### src/rtl/tmr_pkg.sv
package tmr_pkg;
  localparam int NUM_CH     = 3;
  localparam int SRC_PER_CH = 3;
  localparam int NUM_SRC    = NUM_CH * SRC_PER_CH;
  localparam int CTRL_W     = NUM_CH * 4;
  localparam int ADDR_W     = 4;
  localparam int FIELDS     = 4;
  localparam int SYNC_STAGES = 2;

  localparam logic [ADDR_W-1:0] IDX_CTRL = ADDR_W'(NUM_CH * FIELDS);
  localparam logic [ADDR_W-1:0] IDX_STAT = ADDR_W'(NUM_CH * FIELDS + 1);
  localparam logic [ADDR_W-1:0] IDX_MASK = ADDR_W'(NUM_CH * FIELDS + 2);

  localparam logic [1:0] FLD_COUNT  = 2'd0;
  localparam logic [1:0] FLD_RELOAD = 2'd1;
  localparam logic [1:0] FLD_CMPA   = 2'd2;
  localparam logic [1:0] FLD_CMPB   = 2'd3;
endpackage

### src/rtl/tmr_edge_sync.sv
module tmr_edge_sync #(
  parameter int STAGES = 2
) (
  input  logic clk,
  input  logic rst_n,
  input  logic async_in,
  output logic rise_pulse
);
  localparam int LAST = STAGES;

  logic [LAST:0] chain_q;

  always_ff @(posedge clk or negedge rst_n) begin
    if (!rst_n) chain_q <= '0;
    else        chain_q <= {chain_q[LAST-1:0], async_in};
  end

  assign rise_pulse = chain_q[LAST-1] & ~chain_q[LAST];

  p_tick_single_r10: assert property (@(posedge clk) disable iff (!rst_n)
    rise_pulse |=> !rise_pulse);
endmodule

### src/rtl/tmr_channel.sv
module tmr_channel import tmr_pkg::*; #(
  parameter int W = 32
) (
  input  logic         clk,
  input  logic         rst_n,
  input  logic         run_en,
  input  logic         use_ext,
  input  logic         count_up,
  input  logic         ext_tick,
  input  logic         wr_en,
  input  logic [1:0]   wr_fld,
  input  logic [W-1:0] wdata,
  output logic [W-1:0] cnt_q,
  output logic [W-1:0] reload_q,
  output logic [W-1:0] cmpa_q,
  output logic [W-1:0] cmpb_q,
  output logic         ev_cmpa,
  output logic         ev_cmpb,
  output logic         ev_wrap
);
  logic         tick;
  logic         cnt_wr;
  logic         advance;
  logic         at_end;
  logic [W-1:0] cnt_next;

  assign tick    = run_en & (use_ext ? ext_tick : 1'b1);
  assign cnt_wr  = wr_en && (wr_fld == FLD_COUNT);
  assign advance = tick && !cnt_wr;
  assign at_end  = count_up ? (cnt_q == {W{1'b1}}) : (cnt_q == '0);

  always_comb begin
    if (at_end)        cnt_next = reload_q;
    else if (count_up) cnt_next = cnt_q + 1'b1;
    else               cnt_next = cnt_q - 1'b1;
  end

  assign ev_wrap = advance && at_end;
  assign ev_cmpa = advance && (cnt_next == cmpa_q);
  assign ev_cmpb = advance && (cnt_next == cmpb_q);

  always_ff @(posedge clk or negedge rst_n) begin
    if (!rst_n) begin
      cnt_q    <= '0;
      reload_q <= '0;
      cmpa_q   <= '0;
      cmpb_q   <= '0;
    end else begin
      if (cnt_wr)       cnt_q <= wdata;
      else if (advance) cnt_q <= cnt_next;
      if (wr_en && wr_fld == FLD_RELOAD) reload_q <= wdata;
      if (wr_en && wr_fld == FLD_CMPA)   cmpa_q   <= wdata;
      if (wr_en && wr_fld == FLD_CMPB)   cmpb_q   <= wdata;
    end
  end

  p_hold_off_r6: assert property (@(posedge clk) disable iff (!rst_n)
    (!run_en && !cnt_wr) |=> cnt_q == $past(cnt_q));

  p_step_up_r3: assert property (@(posedge clk) disable iff (!rst_n)
    (tick && !cnt_wr && count_up && cnt_q != {W{1'b1}}) |=> cnt_q == $past(cnt_q) + 1'b1);

  p_down_wrap_r4: assert property (@(posedge clk) disable iff (!rst_n)
    (tick && !cnt_wr && !count_up && cnt_q == '0) |=> cnt_q == $past(reload_q));

  p_up_wrap_r5: assert property (@(posedge clk) disable iff (!rst_n)
    (tick && !cnt_wr && count_up && cnt_q == {W{1'b1}}) |=> cnt_q == $past(reload_q));

  p_write_wins_r11: assert property (@(posedge clk) disable iff (!rst_n)
    cnt_wr |=> cnt_q == $past(wdata));
endmodule

### src/rtl/tmr_irq_ctrl.sv
module tmr_irq_ctrl import tmr_pkg::*; (
  input  logic               clk,
  input  logic               rst_n,
  input  logic [NUM_SRC-1:0] set_ev,
  input  logic               wr_stat,
  input  logic               wr_mask,
  input  logic [NUM_SRC-1:0] wdata,
  input  logic [NUM_CH-1:0]  ch_ie,
  output logic [NUM_SRC-1:0] status_q,
  output logic [NUM_SRC-1:0] mask_q,
  output logic               irq
);
  logic [NUM_SRC-1:0] clr_vec;
  logic [NUM_SRC-1:0] ie_vec;

  assign clr_vec = wr_stat ? wdata : '0;

  genvar g;
  generate
    for (g = 0; g < NUM_CH; g++) begin : g_ie
      assign ie_vec[g*SRC_PER_CH +: SRC_PER_CH] = {SRC_PER_CH{ch_ie[g]}};
    end
  endgenerate

  always_ff @(posedge clk or negedge rst_n) begin
    if (!rst_n) begin
      status_q <= '0;
      mask_q   <= '1;
    end else begin
      status_q <= (status_q & ~clr_vec) | set_ev;
      if (wr_mask) mask_q <= wdata;
    end
  end

  assign irq = |(status_q & ~mask_q & ie_vec);

  p_w1c_r8: assert property (@(posedge clk) disable iff (!rst_n)
    wr_stat |=> (status_q & $past(wdata & ~set_ev)) == '0);

  p_sticky_r7: assert property (@(posedge clk) disable iff (!rst_n)
    !wr_stat |=> (status_q & $past(status_q)) == $past(status_q));

  p_mask_all_r9: assert property (@(posedge clk) disable iff (!rst_n)
    (&mask_q) |-> !irq);

  p_ie_off_r9: assert property (@(posedge clk) disable iff (!rst_n)
    (ch_ie == '0) |-> !irq);
endmodule

### src/rtl/tri_match_timer.sv
module tri_match_timer import tmr_pkg::*; #(
  parameter int CNT_W = 32
) (
  input  logic              clk,
  input  logic              rst_n,
  input  logic              ext_clk,
  input  logic              bus_wr,
  input  logic [ADDR_W-1:0] bus_addr,
  input  logic [CNT_W-1:0]  bus_wdata,
  output logic [CNT_W-1:0]  bus_rdata,
  output logic              irq
);
  logic [CTRL_W-1:0]  ctrl_q;
  logic               ext_tick;
  logic [NUM_SRC-1:0] set_ev;
  logic [NUM_SRC-1:0] status_q;
  logic [NUM_SRC-1:0] mask_q;
  logic [NUM_CH-1:0]  ch_en, ch_ext, ch_ie, ch_up;
  logic [CNT_W-1:0]   rd_cnt [NUM_CH];
  logic [CNT_W-1:0]   rd_rel [NUM_CH];
  logic [CNT_W-1:0]   rd_ca  [NUM_CH];
  logic [CNT_W-1:0]   rd_cb  [NUM_CH];

  always_ff @(posedge clk or negedge rst_n) begin
    if (!rst_n)                             ctrl_q <= '0;
    else if (bus_wr && bus_addr == IDX_CTRL) ctrl_q <= bus_wdata[CTRL_W-1:0];
  end

  tmr_edge_sync #(.STAGES(SYNC_STAGES)) u_sync (
    .clk(clk), .rst_n(rst_n), .async_in(ext_clk), .rise_pulse(ext_tick)
  );

  genvar n;
  generate
    for (n = 0; n < NUM_CH; n++) begin : g_ch
      assign ch_en[n]  = ctrl_q[SRC_PER_CH*n];
      assign ch_ext[n] = ctrl_q[SRC_PER_CH*n+1];
      assign ch_ie[n]  = ctrl_q[SRC_PER_CH*n+2];
      assign ch_up[n]  = ctrl_q[NUM_SRC+n];

      tmr_channel #(.W(CNT_W)) u_ch (
        .clk      (clk),
        .rst_n    (rst_n),
        .run_en   (ch_en[n]),
        .use_ext  (ch_ext[n]),
        .count_up (ch_up[n]),
        .ext_tick (ext_tick),
        .wr_en    (bus_wr && bus_addr[ADDR_W-1:2] == 2'(n)),
        .wr_fld   (bus_addr[1:0]),
        .wdata    (bus_wdata),
        .cnt_q    (rd_cnt[n]),
        .reload_q (rd_rel[n]),
        .cmpa_q   (rd_ca[n]),
        .cmpb_q   (rd_cb[n]),
        .ev_cmpa  (set_ev[SRC_PER_CH*n]),
        .ev_cmpb  (set_ev[SRC_PER_CH*n+1]),
        .ev_wrap  (set_ev[SRC_PER_CH*n+2])
      );
    end
  endgenerate

  tmr_irq_ctrl u_irq (
    .clk      (clk),
    .rst_n    (rst_n),
    .set_ev   (set_ev),
    .wr_stat  (bus_wr && bus_addr == IDX_STAT),
    .wr_mask  (bus_wr && bus_addr == IDX_MASK),
    .wdata    (bus_wdata[NUM_SRC-1:0]),
    .ch_ie    (ch_ie),
    .status_q (status_q),
    .mask_q   (mask_q),
    .irq      (irq)
  );

  always_comb begin
    bus_rdata = '0;
    for (int c = 0; c < NUM_CH; c++) begin
      if (bus_addr[ADDR_W-1:2] == 2'(c)) begin
        case (bus_addr[1:0])
          FLD_COUNT:  bus_rdata = rd_cnt[c];
          FLD_RELOAD: bus_rdata = rd_rel[c];
          FLD_CMPA:   bus_rdata = rd_ca[c];
          default:    bus_rdata = rd_cb[c];
        endcase
      end
    end
    if (bus_addr == IDX_CTRL) bus_rdata = CNT_W'(ctrl_q);
    if (bus_addr == IDX_STAT) bus_rdata = CNT_W'(status_q);
    if (bus_addr == IDX_MASK) bus_rdata = CNT_W'(mask_q);
  end

  p_irq_needs_status_r9: assert property (@(posedge clk) disable iff (!rst_n)
    irq |-> (status_q != '0));
endmodule

### config.mk
export PLATFORM = sky130hd
export DESIGN_NAME = tri_match_timer
export DESIGN_NICKNAME = d
export VERILOG_FILES = /design/src/rtl/tmr_pkg.sv /design/src/rtl/tmr_edge_sync.sv /design/src/rtl/tmr_channel.sv /design/src/rtl/tmr_irq_ctrl.sv /design/src/rtl/tri_match_timer.sv
export SDC_FILE = /design/constraint.sdc
export NUM_CORES = 1
export LEC_CHECK = 0
export ABC_CLOCK_PERIOD_IN_PS = 5200
export BUFFER_PORTS_ARGS = -buffer_cell sky130_fd_sc_hd__buf_2
export CORE_MARGIN = 3
export CORE_UTILIZATION = 53
export CTS_BUF_LIST = sky130_fd_sc_hd__clkbuf_4 sky130_fd_sc_hd__clkbuf_8 sky130_fd_sc_hd__clkbuf_16
export DETAILED_ROUTE_END_ITERATION = 12
export PLACE_DENSITY = 0.68
export REMOVE_ABC_BUFFERS = 1
export SLEW_MARGIN = 20
export SYNTH_ARGS = -nofsm -noshare
export SYNTH_HDL_FRONTEND = slang
export SYNTH_HIERARCHICAL = 1
export SYNTH_SLANG_ARGS = --single-unit
### constraint.sdc
create_clock -name clk -period 5.2 [get_ports clk]
set_input_delay 1.04 -clock clk [delete_from_list [all_inputs] [get_ports clk]]
set_output_delay 1.04 -clock clk [all_outputs]
set_load 0.02 [all_outputs]
==> impl_metrics.yaml, run 1 <==
run_status:
  outcome: "complete, no violations"
worst_setup_path:
  start_kind: "flip-flop"
  end_kind: "flip-flop"
  cp.arrival_ns: 5.54
  worstPathRequired_ns: 5.73
  critPathKind: "flip-flop to flip-flop"
  critPathMaxFanout: 26
detailed_routing:
  drt-total-wl_microns: 142000
  drtIter0Drc: 4698
  wl_per_cell_microns: 33.2
  vias_per_cell: 7.25
  drt_pass1_iterations: 6
  num_vias: 30900
  final_antenna_net_count: 0
  drcViolationCount: 0
cells_and_area:
  layout-drive-gt1-share_pct: 21.0
  nets: 3578
  finalNonFillerCells: 4266
  syn_to_final_growth_pct: 8.72
timing:
  min_period_ns: 5.01
  post-route-worst-setup-slack_ns: 0.191
  setup_violations: 0
  maxSlewViolCount: 0
  relSlewSlack_pct: 35.9
  fmax_ghz: 0.200
  post-route-period-util_pct: 96.3
  rsz0062_at_grt: "false"
  whs_ns: 0.367
  skew_ns: 0.0431
  hold_viol_final: 0
  worst_pin_slew_ns: 0.962
grt:
  grt-ovfl-total: 0
  grt_pass1_wl_microns: 205000
  grt_max_degree: 99
  grt_pass1_vias: 29900
  antenna_found_initial: 4
  globalRouteTotalUtil_pct: 43.1
clock_network:
  cts_hold_buf: 0
  htree_levels: 2
  clk_latency_ns: 0.63
  root_buffer: "clkbuf_16"
  cts_tree: "built"
  clkTransAtPathRegs_ns: 0.07
  cts_sinks: 417
  numCtsBuffers: 46
  postCtsSetupRepairBufs: 0
  cts_buffer_depth: 3
pwr:
  pwr_density_cell_nw_per_um2: 721
  p_leak_nw: 14.5
  power.total_mw: 25.7
  ir_drop_v: 0.000395
yosys:
  synthMuxAreaShare_pct: 19.3
  synth_top_area_share_pct: 31.2
  yosysWarnings: 6
  yosysUniqueCellTypes: 104
  seq_area_frac_synth_pct: 31.9
  ys_ff_latch: 417
  synth_most_common_cell: "dfrtp_1"
  synth_xor_area_share_pct: 9.80
  synth-edff-count: 0
  synthArstFlopShare_pct: 100
  synthCells: 3429
  yosys-top-cells-area: "dfrtp_1 (31%), mux2_2 (11%), mux4_2 (5.9%)"
  synth-simple-area-share_pct: 13.8
  synth_area_per_cell_sq_um: 9.56
  netlist_top_cells_count: "dfrtp_1 (408), nand2_1 (333), mux2_2 (323)"
  synth_fa_ha_area_share_pct: 3.62
  synth_area_sq_um: 32800
  ys.flop_type: "dfrtp_1"
  synth_top_area_cell: "dfrtp_1"
  synth_top_family_by_area: "multiplexers"
  synth-compound-area-share_pct: 17.4
place:
  hpwl_microns: 108000
  place_inst: 4178
  portBuffers: 72
  place_ws_ns: -0.0987
  gp_congestion: 1.05
floorplan:
  dieArea_sq_um: 64800
  core_area_sq_um: 60800
  initial_core_util_pct: 53.9
  num_io_pins: 73
  rows: 90
  dieWidth_microns: 255
  fp.dieH_microns: 255
worst_hold_path:
  hp-class: "flip-flop to flip-flop"
job:
  maxCapViolCount: 0
power by group:
part	internal, mW	switching [mW]
sequential	4.18	1.98
combinational	6.04	9.99
clock	1.99	1.50
total	12.2	13.5
metal layers:
layer | vias to the layer above | GRT usage, % | share of wire [%]
met5 | - | 0 | 0
met4 | 0 | 24.1 | 7.0
met3 | 463 | 10.8 | 12
met2 | 2321 | 63.4 | 42
met1 | 15300 | 58.2 | 39
li1 | 12800 | - | -
cell type report:
class / count / area, sq um
antenna: 1 / 2.50
fill: 5257 / 25200
sequential: 417 / 10400
clock buffer: 60 / 1290
multi-input combinational: 2697 / 21000
timing repair buffer: 162 / 1130
tap: 782 / 978
inverter: 120 / 454
timing repair inverter: 1 / 7.51
clock inverter: 26 / 310
cells in the final DEF, fill, tap and decap left out, types with 32 or more instances in the layout:
cell type	synthesis	layout
a211oi_1	38	38
ha_1	90	90
nor3_1	49	49
nand3_1	56	54
mux4_2	86	86
nor2_1	157	156
a21oi_1	222	222
nor4_1	52	52
inv_1	118	117
mux2i_1	68	68
o211ai_1	55	55
buf_2	25	69
buf_4	9	85
xnor2_1	221	221
nand4_1	81	81
nand2_1	333	333
xor2_1	129	129
o22ai_1	48	48
dfrtp_1	408	407
o21ai_0	153	153
o21ai_1	35	32
clkbuf_16	0	46
a21o_1	32	32
nand2b_1	35	35
mux2_2	323	323
registers in the layout, summed over array words and instances (netlist names):
signal / count
g_ch.u_ch/reload_q: 96
u_sync/chain_q: 3
ctrl_q: 12
g_ch.u_ch/cmpb_q: 96
g_ch.u_ch/cnt_q: 96
u_irq/mask_q: 9
g_ch.u_ch/cmpa_q: 96
u_irq/status_q: 9
worst paths after layout:
path	start	to	slack, ns	cells past startpoint
max in group asynchronous	rst_n	g_ch[0].u_ch/cmpa_q[21]$_DFFE_PN0P_	3.64	2
worst max-delay path	ctrl_q[11]$_DFFE_PN0P_	u_irq/status_q[7]$_DFF_PN0_	0.19	13
min in group asynchronous	rst_n	g_ch[0].u_ch/cmpa_q[3]$_DFFE_PN0P_	0.44	1
worst max register to register	ctrl_q[11]$_DFFE_PN0P_	u_irq/status_q[7]$_DFF_PN0_	0.19	13
worst min-delay path	u_sync/chain_q[0]$_DFF_PN0_	u_sync/chain_q[1]$_DFF_PN0_	0.37	0
worst min register to register	u_sync/chain_q[0]$_DFF_PN0_	u_sync/chain_q[1]$_DFF_PN0_	0.37	0
worst max-delay path: stages, from the launching register on:
cell,delay [ns]
dfrtp_1,0.60
inv_1,0.20
buf_4,0.29
ha_1,0.45
a21oi_1,0.36
o21ai_0,0.19
nor3_1,0.41
a21oi_2,0.22
a21oi_1,0.59
xor2_1,0.15
a2111oi_0,0.67
a41oi_1,0.27
nor4_2,0.36
a21o_1,0.12
stage by stage:
stage	setup TNS, ns	instance area, sq um	util (%)
floorplan	-0.802	31800	-
global placement	-0.186	34000	55.9
detailed placement	-0.0987	34000	55.9
CTS	0	35600	58.6
global route	0	35600	58.6
finish	0	35600	58.6
cells by family after synthesis:
family,after synthesis
buf+inv,315
fa+ha+maj,93
mux,482
xor+xnor,357
compound gates,860
simple gates,905
flops,417
repair_timing:
| action | CTS | global route |
|---|---|---|
| endpoints found under the setup margin | 1 | 3 |
| hold endpoints to repair | 0 | 0 |
| gates cloned | 0 | 1 |
| gates resized for setup | 1 | 5 |
(Power assumes the default switching activity.)
==> inputs of run 2 (changes only) <==
- CORE_UTILIZATION: 53 -> 60
- PLACE_DENSITY: 0.68 -> 0.76
==> run 2 against run 1 <==
Utilization up 7.2 points. Sequential share of layout area rose by 0.13 points. Via count grew 1.2%. Sequential power about the same. Flip-flop and latch count unchanged. Combinational power is essentially flat. Design area fell by 0.47%. Hold slack lost 0.014 ns. Critical path depth rose by 1. Clock power increased by 3%. Total power fell by 0.30%. Critical endpoint is now u_irq/status_q[0]$_DFF_PN0_. Largest cell class unchanged. Largest power group unchanged. Highest routed layer is now met5.
==> impl_metrics.yaml, run 2 (synthesis gave the netlist of run 1 again) <==
run_status:
  outcome: "complete, no violations"
timing:
  relSlewSlack_pct: 28.2
  post-route-period-util_pct: 93.3
  skew_ns: 0.0264
  fin_setup_tns_ns: 0
  min_period_ns: 4.85
  worst_pin_slew_ns: 1.05
  rsz0062_at_grt: "false"
  hold_viol_final: 0
  fmax_ghz: 0.206
  maxSlewViolCount: 0
  setup_violations: 0
detailed_routing:
  num_vias: 31300
  drtIter0Drc: 4981
  wl_per_cell_microns: 33.0
  drt_pass1_iterations: 8
  drcViolationCount: 0
  vias_per_cell: 7.52
  drt-total-wl_microns: 137000
  final_antenna_net_count: 0
pwr:
  p_leak_nw: 14.5
  ir_drop_v: 0.000405
  power.total_mw: 25.6
  pwr_density_cell_nw_per_um2: 722
clock_network:
  clkTransAtPathRegs_ns: 0.07
  root_buffer: "clkbuf_16"
  numCtsBuffers: 46
  postCtsSetupRepairBufs: 0
  cts_resized: 0
  cts_tree: "built"
  cts_sinks: 417
  clk_latency_ns: 0.62
  cts_hold_buf: 0
  htree_levels: 2
  cts_buffer_depth: 3
cells_and_area:
  layout-drive-gt1-share_pct: 20.5
  syn_to_final_growth_pct: 8.21
  finalNonFillerCells: 4168
  final_util_pct: 65.8
  nets: 3564
  mostFrequentLayoutCells: "dfrtp_1 (408), nand2_1 (333), mux2_2 (323)"
  design_area_sq_um: 35500
  final_common_cell: "dfrtp_1"
grt:
  grt_pass1_wl_microns: 200000
  antenna_found_initial: 7
  grt-ovfl-total: 0
  grt_max_degree: 122
  globalRouteTotalUtil_pct: 47.0
  grt_pass1_vias: 29700
worst_hold_path:
  worstHoldStart: "u_sync/chain_q[0]$_DFF_PN0_"
  hp-class: "flip-flop to flip-flop"
floorplan:
  num_io_pins: 73
  fp.dieH_microns: 240
  dieArea_sq_um: 57500
  dieWidth_microns: 240
  rows: 85
  initial_core_util_pct: 60.8
  core_area_sq_um: 53900
worst_setup_path:
  crit_path_start: "ctrl_q[9]$_DFFE_PN0P_"
  critPathKind: "flip-flop to flip-flop"
  critPathMaxFanout: 20
  start_kind: "flip-flop"
  worstPathRequired_ns: 5.76
  end_kind: "flip-flop"
  cp.arrival_ns: 5.41
  reg2reg_from: "ctrl_q[9]$_DFFE_PN0P_"
place:
  portBuffers: 72
  gp_congestion: 1.13
  place_inst: 4079
  placed_area_sq_um: 33800
  hpwl_microns: 104000
job:
  maxCapViolCount: 0
-- run 2: worst paths after layout --
path	to	slack, ns	depth (start not counted)
max	u_irq/status_q[0]$_DFF_PN0_	0.35	14
min in group asynchronous	g_ch[0].u_ch/reload_q[8]$_DFFE_PN0P_	0.50	1
min reg2reg	u_sync/chain_q[1]$_DFF_PN0_	0.35	0
min	u_sync/chain_q[1]$_DFF_PN0_	0.35	0
max in group asynchronous	g_ch[2].u_ch/cnt_q[30]$_DFFE_PN0P_	3.48	2
max reg2reg	u_irq/status_q[0]$_DFF_PN0_	0.35	14
-- run 2: critical path, stage by stage (launching register included) --
cell and delay, ns:
dfrtp_1 0.47, inv_1 0.66, buf_4 0.26, ha_1 0.27, nand2_1 0.19, nor2_1 0.24, nand4_1 0.16, o221ai_1 0.53
xor2_1 0.30, a32o_1 0.30, nor4_1 0.30, nand4_1 0.18, or4_1 0.55, a2111oi_2 0.24, a21o_1 0.13
-- run 2: stage by stage --
| step | hold WS, ns | setup WS [ns] |
|---|---|---|
| 2_1_floorplan | 0.331 | -0.454 |
| 3_3_place_gp | 0.342 | 0.588 |
| 3_5_place_dp | 0.340 | 0.557 |
| 4_1_cts | 0.359 | 0.512 |
| 5_1_grt | 0.370 | 0.135 |
| 6_report | 0.354 | 0.347 |
-- run 2: final cells by class --
class                      count  area (sq um)
sequential                   417         10400
fill                        4297         18500
multi-input combinational   2697         21000
inverter                     120           450
tap                          696           871
antenna                        5          12.5
clock buffer                  64          1360
clock inverter                20           273
timing repair buffer         149          1060
-- run 2: layer usage --
metal	track usage, %	vias up	part of all wire, %
li1	-	12800	-
met1	62.2	15300	37
met2	67.9	2616	42
met3	14.4	590	14
met4	28.0	8	7.6
met5	0	-	0.099
-- run 2: where the power goes --
part           switching, mW  total (mW)  internal, mW
Clock                   1.48        3.58          2.09
Combinational           9.92        15.9          5.98
Sequential              1.94        6.13          4.18
Total                   13.3        25.6          12.3
